## src/rtl/bus_seq_pkg.sv

```systemverilog
package bus_seq_pkg;

  // Transfer phases of one bus cycle.
  typedef enum logic [2:0] {
    ST_IDLE = 3'd0,
    ST_T1   = 3'd1,
    ST_T2   = 3'd2,
    ST_T3   = 3'd3,
    ST_TW   = 3'd4,
    ST_T4   = 3'd5
  } tstate_e;

endpackage

```

## src/rtl/bus_seq_addr.sv

```systemverilog
module bus_seq_addr #(
  parameter int SEG_W     = 16,
  parameter int OFF_W     = 16,
  parameter int ADDR_W    = 20,
  parameter int SEG_SHIFT = 4
) (
  input  logic [SEG_W-1:0]  seg,
  input  logic [OFF_W-1:0]  off,
  input  logic              is_mem,
  output logic [ADDR_W-1:0] phys
);

  logic [ADDR_W-1:0] seg_base;
  logic [ADDR_W-1:0] off_ext;

  // Segment base: segment value moved up, low bits zero-filled.
  generate
    if (SEG_SHIFT > 0) begin : g_shift
      assign seg_base = ADDR_W'({seg, {SEG_SHIFT{1'b0}}});
    end else begin : g_flat
      assign seg_base = ADDR_W'(seg);
    end
  endgenerate

  assign off_ext = ADDR_W'(off);

  // Port space uses the offset as the port number; segment plays no part.
  always_comb begin
    if (is_mem) phys = seg_base + off_ext;
    else        phys = off_ext;
  end

endmodule

```

## src/rtl/bus_seq_fsm.sv

```systemverilog
module bus_seq_fsm
  import bus_seq_pkg::*;
(
  input  logic    clk,
  input  logic    rst_n,
  input  logic    start,
  input  logic    rdy,
  output tstate_e state
);

  always_ff @(posedge clk or negedge rst_n) begin
    if (!rst_n) begin
      state <= ST_IDLE;
    end else begin
      unique case (state)
        ST_IDLE: if (start) state <= ST_T1;
        ST_T1:   state <= ST_T2;
        ST_T2:   state <= ST_T3;
        ST_T3,
        ST_TW:   state <= rdy ? ST_T4 : ST_TW;
        ST_T4:   state <= ST_IDLE;
        default: state <= ST_IDLE;
      endcase
    end
  end

  // a low ready while waiting keeps the cycle stretched
  p_wait_hold_r7: assert property (@(posedge clk) disable iff (!rst_n)
    (state == ST_TW && !rdy) |=> (state == ST_TW));

  // the T2 state always follows T1 with no extra cycle
  p_t1_to_t2_r10: assert property (@(posedge clk) disable iff (!rst_n)
    (state == ST_T1) |=> (state == ST_T2));

endmodule

```

## src/rtl/bus_seq_pins.sv

```systemverilog
module bus_seq_pins
  import bus_seq_pkg::*;
#(
  parameter int DATA_W = 16,
  parameter int ADDR_W = 20
) (
  input  logic              clk,
  input  logic              rst_n,
  input  tstate_e           state,
  input  logic [ADDR_W-1:0] phys,
  input  logic              is_write,
  input  logic              is_mem,
  input  logic [DATA_W-1:0] wdata,
  input  logic [DATA_W-1:0] ad_in,
  input  logic              rdy,
  output logic [DATA_W-1:0] ad_out,
  output logic              ad_oe,
  output logic [ADDR_W-DATA_W-1:0] a_hi,
  output logic              addr_stb,
  output logic              dir_tx,
  output logic              rd_n,
  output logic              wr_n,
  output logic              mem_sel,
  output logic              done,
  output logic [DATA_W-1:0] rdata
);

  localparam int HI_W = ADDR_W - DATA_W;

  logic active;
  logic strobe_on;
  logic data_phase;
  logic ends_wait;

  assign active     = (state != ST_IDLE);
  assign strobe_on  = (state == ST_T2) || (state == ST_T3) || (state == ST_TW);
  assign data_phase = strobe_on || (state == ST_T4);
  assign ends_wait  = ((state == ST_T3) || (state == ST_TW)) && rdy;

  always_comb begin
    addr_stb = (state == ST_T1);
    dir_tx   = active && is_write;
    mem_sel  = active && is_mem;
    a_hi     = active ? phys[ADDR_W-1:DATA_W] : {HI_W{1'b0}};
    rd_n     = !(strobe_on && !is_write);
    wr_n     = !(strobe_on && is_write);
    done     = (state == ST_T4);
    ad_oe    = 1'b0;
    ad_out   = '0;
    if (state == ST_T1) begin
      ad_oe  = 1'b1;
      ad_out = phys[DATA_W-1:0];
    end else if (data_phase && is_write) begin
      ad_oe  = 1'b1;
      ad_out = wdata;
    end
  end

  // Read data is taken on the edge that closes the last T3/TW.
  always_ff @(posedge clk or negedge rst_n) begin
    if (!rst_n)                     rdata <= '0;
    else if (ends_wait && !is_write) rdata <= ad_in;
  end

  // read and write strobes never active at once
  p_strobe_excl_r5: assert property (@(posedge clk) disable iff (!rst_n)
    !(!rd_n && !wr_n));

  // the address strobe lasts a single cycle
  p_addr_stb_pulse_r3: assert property (@(posedge clk) disable iff (!rst_n)
    addr_stb |=> !addr_stb);

  // completion is a single-cycle pulse
  p_done_pulse_r8: assert property (@(posedge clk) disable iff (!rst_n)
    done |=> !done);

  // release of the read strobe coincides with completion
  p_read_release_done_r8: assert property (@(posedge clk) disable iff (!rst_n)
    $rose(rd_n) |-> done);

  // shared lines are never driven while a read strobe is active
  p_read_lines_free_r6: assert property (@(posedge clk) disable iff (!rst_n)
    !rd_n |-> !ad_oe);

endmodule

```

## src/rtl/bus_cycle_seq.sv

```systemverilog
module bus_cycle_seq
  import bus_seq_pkg::*;
#(
  parameter int DATA_W    = 16,
  parameter int SEG_W     = 16,
  parameter int ADDR_W    = 20,
  parameter int SEG_SHIFT = 4
) (
  input  logic                     clk,
  input  logic                     rst_n,
  input  logic                     req_valid,
  output logic                     req_ready,
  input  logic [SEG_W-1:0]         req_seg,
  input  logic [DATA_W-1:0]        req_off,
  input  logic                     req_write,
  input  logic                     req_mem,
  input  logic [DATA_W-1:0]        req_wdata,
  output logic                     busy,
  output logic                     done,
  output logic [DATA_W-1:0]        rsp_rdata,
  output logic [DATA_W-1:0]        bus_ad_out,
  output logic                     bus_ad_oe,
  input  logic [DATA_W-1:0]        bus_ad_in,
  output logic [ADDR_W-DATA_W-1:0] bus_a_hi,
  output logic                     bus_addr_stb,
  output logic                     bus_dir_tx,
  output logic                     bus_rd_n,
  output logic                     bus_wr_n,
  output logic                     bus_mem_sel,
  input  logic                     bus_rdy
);

  tstate_e             state;
  logic                take;
  logic [ADDR_W-1:0]   phys_next;
  logic [ADDR_W-1:0]   phys_q;
  logic                write_q;
  logic                mem_q;
  logic [DATA_W-1:0]   wdata_q;

  assign req_ready = (state == ST_IDLE);
  assign busy      = !req_ready;
  assign take      = req_valid && req_ready;

  bus_seq_addr #(
    .SEG_W(SEG_W), .OFF_W(DATA_W), .ADDR_W(ADDR_W), .SEG_SHIFT(SEG_SHIFT)
  ) u_addr (
    .seg(req_seg), .off(req_off), .is_mem(req_mem), .phys(phys_next)
  );

  // Request fields are held for the whole transfer.
  always_ff @(posedge clk or negedge rst_n) begin
    if (!rst_n) begin
      phys_q  <= '0;
      write_q <= 1'b0;
      mem_q   <= 1'b0;
      wdata_q <= '0;
    end else if (take) begin
      phys_q  <= phys_next;
      write_q <= req_write;
      mem_q   <= req_mem;
      wdata_q <= req_wdata;
    end
  end

  bus_seq_fsm u_fsm (
    .clk(clk), .rst_n(rst_n), .start(take), .rdy(bus_rdy), .state(state)
  );

  bus_seq_pins #(.DATA_W(DATA_W), .ADDR_W(ADDR_W)) u_pins (
    .clk(clk), .rst_n(rst_n), .state(state),
    .phys(phys_q), .is_write(write_q), .is_mem(mem_q), .wdata(wdata_q),
    .ad_in(bus_ad_in), .rdy(bus_rdy),
    .ad_out(bus_ad_out), .ad_oe(bus_ad_oe), .a_hi(bus_a_hi),
    .addr_stb(bus_addr_stb), .dir_tx(bus_dir_tx),
    .rd_n(bus_rd_n), .wr_n(bus_wr_n), .mem_sel(bus_mem_sel),
    .done(done), .rdata(rsp_rdata)
  );

  // a taken request opens T1 on the next cycle
  p_take_starts_r9: assert property (@(posedge clk) disable iff (!rst_n)
    take |=> bus_addr_stb);

  // port transfers keep the upper address lines at zero
  p_io_upper_zero_r2: assert property (@(posedge clk) disable iff (!rst_n)
    (busy && !bus_mem_sel) |-> (bus_a_hi == '0));

  // a request offered while busy leaves the held fields untouched
  p_busy_holds_r9: assert property (@(posedge clk) disable iff (!rst_n)
    busy |=> $stable(wdata_q));

endmodule

```

## config.mk

```make
export PLATFORM = sky130hd
export DESIGN_NAME = bus_cycle_seq
export DESIGN_NICKNAME = d
export VERILOG_FILES = /design/src/rtl/bus_seq_pkg.sv /design/src/rtl/bus_seq_addr.sv /design/src/rtl/bus_seq_fsm.sv /design/src/rtl/bus_seq_pins.sv /design/src/rtl/bus_cycle_seq.sv
export SDC_FILE = /design/constraint.sdc
export NUM_CORES = 1
export LEC_CHECK = 0
export BUFFER_PORTS_ARGS = -buffer_cell sky130_fd_sc_hd__buf_2
export CAP_MARGIN = 20
export CORE_MARGIN = 3
export CORE_UTILIZATION = 40
export DETAILED_ROUTE_END_ITERATION = 10
export GPL_TIMING_DRIVEN = 0
export PLACE_DENSITY = 0.64
export SLEW_MARGIN = 20
export SYNTH_ARGS = -nofsm -noshare
export SYNTH_HDL_FRONTEND = slang
export SYNTH_SLANG_ARGS = --single-unit
```

## constraint.sdc

```tcl
create_clock -name clk -period 2.9 [get_ports clk]
set_clock_uncertainty 0.2 [all_clocks]
set_input_delay 0.725 -clock clk [delete_from_list [all_inputs] [get_ports clk]]
set_output_delay 0.725 -clock clk [all_outputs]
set_load 0.05 [all_outputs]
```

==> results.py <==
metrics = {
    "sta": {
        "drv_slew": 0,
        "worst_slew_pin_slew_ps": 716,
        "finalCritPeriodShare_pct": 97.7,
        "hold_violations": 0,
        "clock.fmax_mhz": 353,
        "setup_viol": 0,
        "post-route-min-period_ps": 2830,
        "slew_headroom_pct": 52.2,
        "fin_tns_setup_ps": 0,
        "hold-worst-slack_ps": 259,
        "postLayoutSetupSlackWorst_ps": 66.0,
    },
    "logic_synthesis": {
        "seq_area_frac_synth_pct": 41.4,
        "synthMostInstantiatedCell": "nand2_1",
        "yosys-top-cells-area": "dfrtp_1 (41%), nand2_1 (13%), a21oi_1 (5.8%)",
        "syn_inst": 396,
        "yosys.area.top_type": "dfrtp_1",
        "syn-num-nets": 479,
        "avgSynthCellArea_um2": 8.70,
        "yosys.area.top_type_share_pct": 41.4,
        "synth_edf_count": 0,
        "ys_warn_count": 0,
        "synth-seq-cells": 57,
        "synthFlopType": "dfrtp_1",
        "synthTopCellsByCount": "nand2_1 (117), dfrtp_1 (57), a21oi_1 (40)",
        "syn_area_um2": 3450,
        "ys_async_sr_fraction_pct": 100,
        "synth.distinct_cells": 56,
    },
    "floorplanning": {
        "fp-row-count": 33,
        "core-area_um2": 8300,
        "die_area_um2": 9770,
        "initial_core_util_pct": 41.5,
        "die_h_um": 98.8,
        "ios": 115,
        "die_x_um": 98.8,
    },
    "clock_network": {
        "cts_hold_buffers": 0,
        "cts.sinks": 57,
        "cts_tree": "built",
        "cts_root_buf": "clkbuf_8",
        "numCtsBuffers": 9,
        "clk_latency_ps": 330,
        "cts_max_path_buffers": 2,
        "cts_max_level": 3,
        "clk_pin_slew_worst_paths_ps": 60,
    },
    "pwr": {
        "power.density_nw_per_um2": 1170,
        "ir_worst_vdd_mv": 0.394,
        "p_leak_nw": 2.31,
        "power_w": 0.00525,
    },
    "finish": {
        "fillerInstances": 774,
        "syn_to_final_growth_pct": 30.5,
        "diodes": 0,
        "drive_gt1_share_pct": 34.9,
        "final_nets": 605,
    },
    "place": {
        "dp_hpwl_um": 6780,
        "preCtsSetupSlack_ps": -221,
        "gp_congestion": 0.879,
        "port_buffers": 114,
    },
    "grt": {
        "grt_overflow": 0,
        "grt_max_degree": 58,
        "antenna_found_initial": 0,
        "grt_pass1_wl_um": 15000,
        "track_usage_pct": 18.8,
        "grt_pass1_vias": 3140,
    },
    "job": {
        "maxCapViolCount": 0,
    },
    "detailed_routing": {
        "wl_per_cell_um": 14.1,
        "initialDrtViolationCount": 115,
        "via_per_inst": 5.12,
        "ant_nets": 0,
        "vias": 3233,
        "drc": 0,
        "drtPass1Iterations": 4,
        "routed_wl_um": 8930,
    },
    "critical_path": {
        "cp_data_arrival_time_ps": 1910,
        "crit_type": "register to output pin",
        "cp-start-kind": "register",
        "cp.required_ps": 1980,
        "rr_startpoint": "u_fsm.state[0]",
        "worstSetupEndpointType": "output pin",
        "critPathMaxFanout": 10,
        "reg2reg_slack_ps": 870,
        "critPathCapture": "bus_ad_out[14]",
        "cp-startpoint": "u_fsm.state[2]",
        "rr_worst_depth": 6,
        "regToRegEndpoint": "phys_q[4]",
    },
    "outcome": {
        "status": "completed",
    },
    "worst_hold_path": {
        "worstHoldPathType": "input port to async pin",
    },
}
## where the power goes
group | switching [W] | internal, W
registers | 0.000207 | 0.00118
clock network | 0.000290 | 0.000467
logic | 0.00210 | 0.00101
total | 0.00260 | 0.00266
## layout by cell type (no fill, tap or decap), types with 3 or more instances in the layout
master,instances
xnor2_1,3
nand2b_1,4
buf_2,110
nand4_1,3
clkbuf_8,13
and3_1,10
mux2_4,10
dfrtp_1,57
buf_6,10
nand3_1,8
nor3_1,8
clkbuf_1,6
nor2_1,19
a22oi_1,3
nand2_1,117
inv_1,7
ha_1,12
mux2_2,6
nor2b_1,6
mux2i_1,9
buf_4,9
a21oi_1,30
o21ai_0,8
a21oi_2,10
## worst max-delay path, cell delays in order, from the launching register on
cell and delay, ps:
dfrtp_1 400, buf_6 150, nor2b_4 120, a21oi_1 50, o22a_2 320, buf_8 180
a21oi_2 160, buf_6 180
## metal layers
layer / vias up / wire length, µm / track usage (%)
li1: 1630 / - / -
met2: 109 / 4050 / 29.9
met3: 13 / 665 / 3.96
met4: 0 / 117 / 6.62
met5: - / 0 / 0
met1: 1481 / 4100 / 25.5
## logic make-up after synthesis
group / Yosys count / share of synthesized area (%)
simple gates: 189 / 24.8
compound gates: 76 / 13.8
flops: 57 / 41.4
buf+inv: 31 / 4.86
mux: 25 / 8.93
fa+ha+maj: 13 / 4.94
xor+xnor: 5 / 1.27
## worst min path at each step
stage,from,end,cells after the start
floorplan,rst_n,mem_q,0
global placement,phys_q[11],phys_q[11],2
detailed placement,phys_q[11],phys_q[11],2
CTS,rst_n,u_pins.rdata[10],1
global route,phys_q[17],phys_q[17],1
finish,rst_n,u_pins.rdata[10],1
## what timing repair did
item	CTS	global route
endpoints found under the setup margin	18	14
buffers inserted	1	1
pin swaps	0	2
resized for setup	23	9
## area by class of cell
| cell class | count | area [µm²] | area share [%] |
|---|---|---|---|
| plain buffers | 22 | 171 | 3.81 |
| multi-input cells | 308 | 1900 | 42.2 |
| clock buffers | 14 | 173 | 3.84 |
| clock inverters | 2 | 35.0 | 0.779 |
| inverters | 8 | 37.5 | 0.834 |
| flip-flops and latches | 57 | 1430 | 31.7 |
| well taps | 105 | 131 | 2.92 |
| repair buffers | 116 | 628 | 14.0 |
## state kept, by name (all words and copies together) (netlist names)
name          flops
write_q           1
u_fsm.state       3
phys_q           20
u_pins.rdata     16
mem_q             1
wdata_q          16
## per-stage QoR
stage,utilization (%),area [µm²],cells
3_3_place_gp,50.4,4190,615
4_1_cts,53.8,4470,631
3_5_place_dp,50.5,4190,615
5_1_grt,54.2,4500,632
6_report,54.2,4500,632
2_1_floorplan,-,3480,396
(Power assumes the default switching activity.)
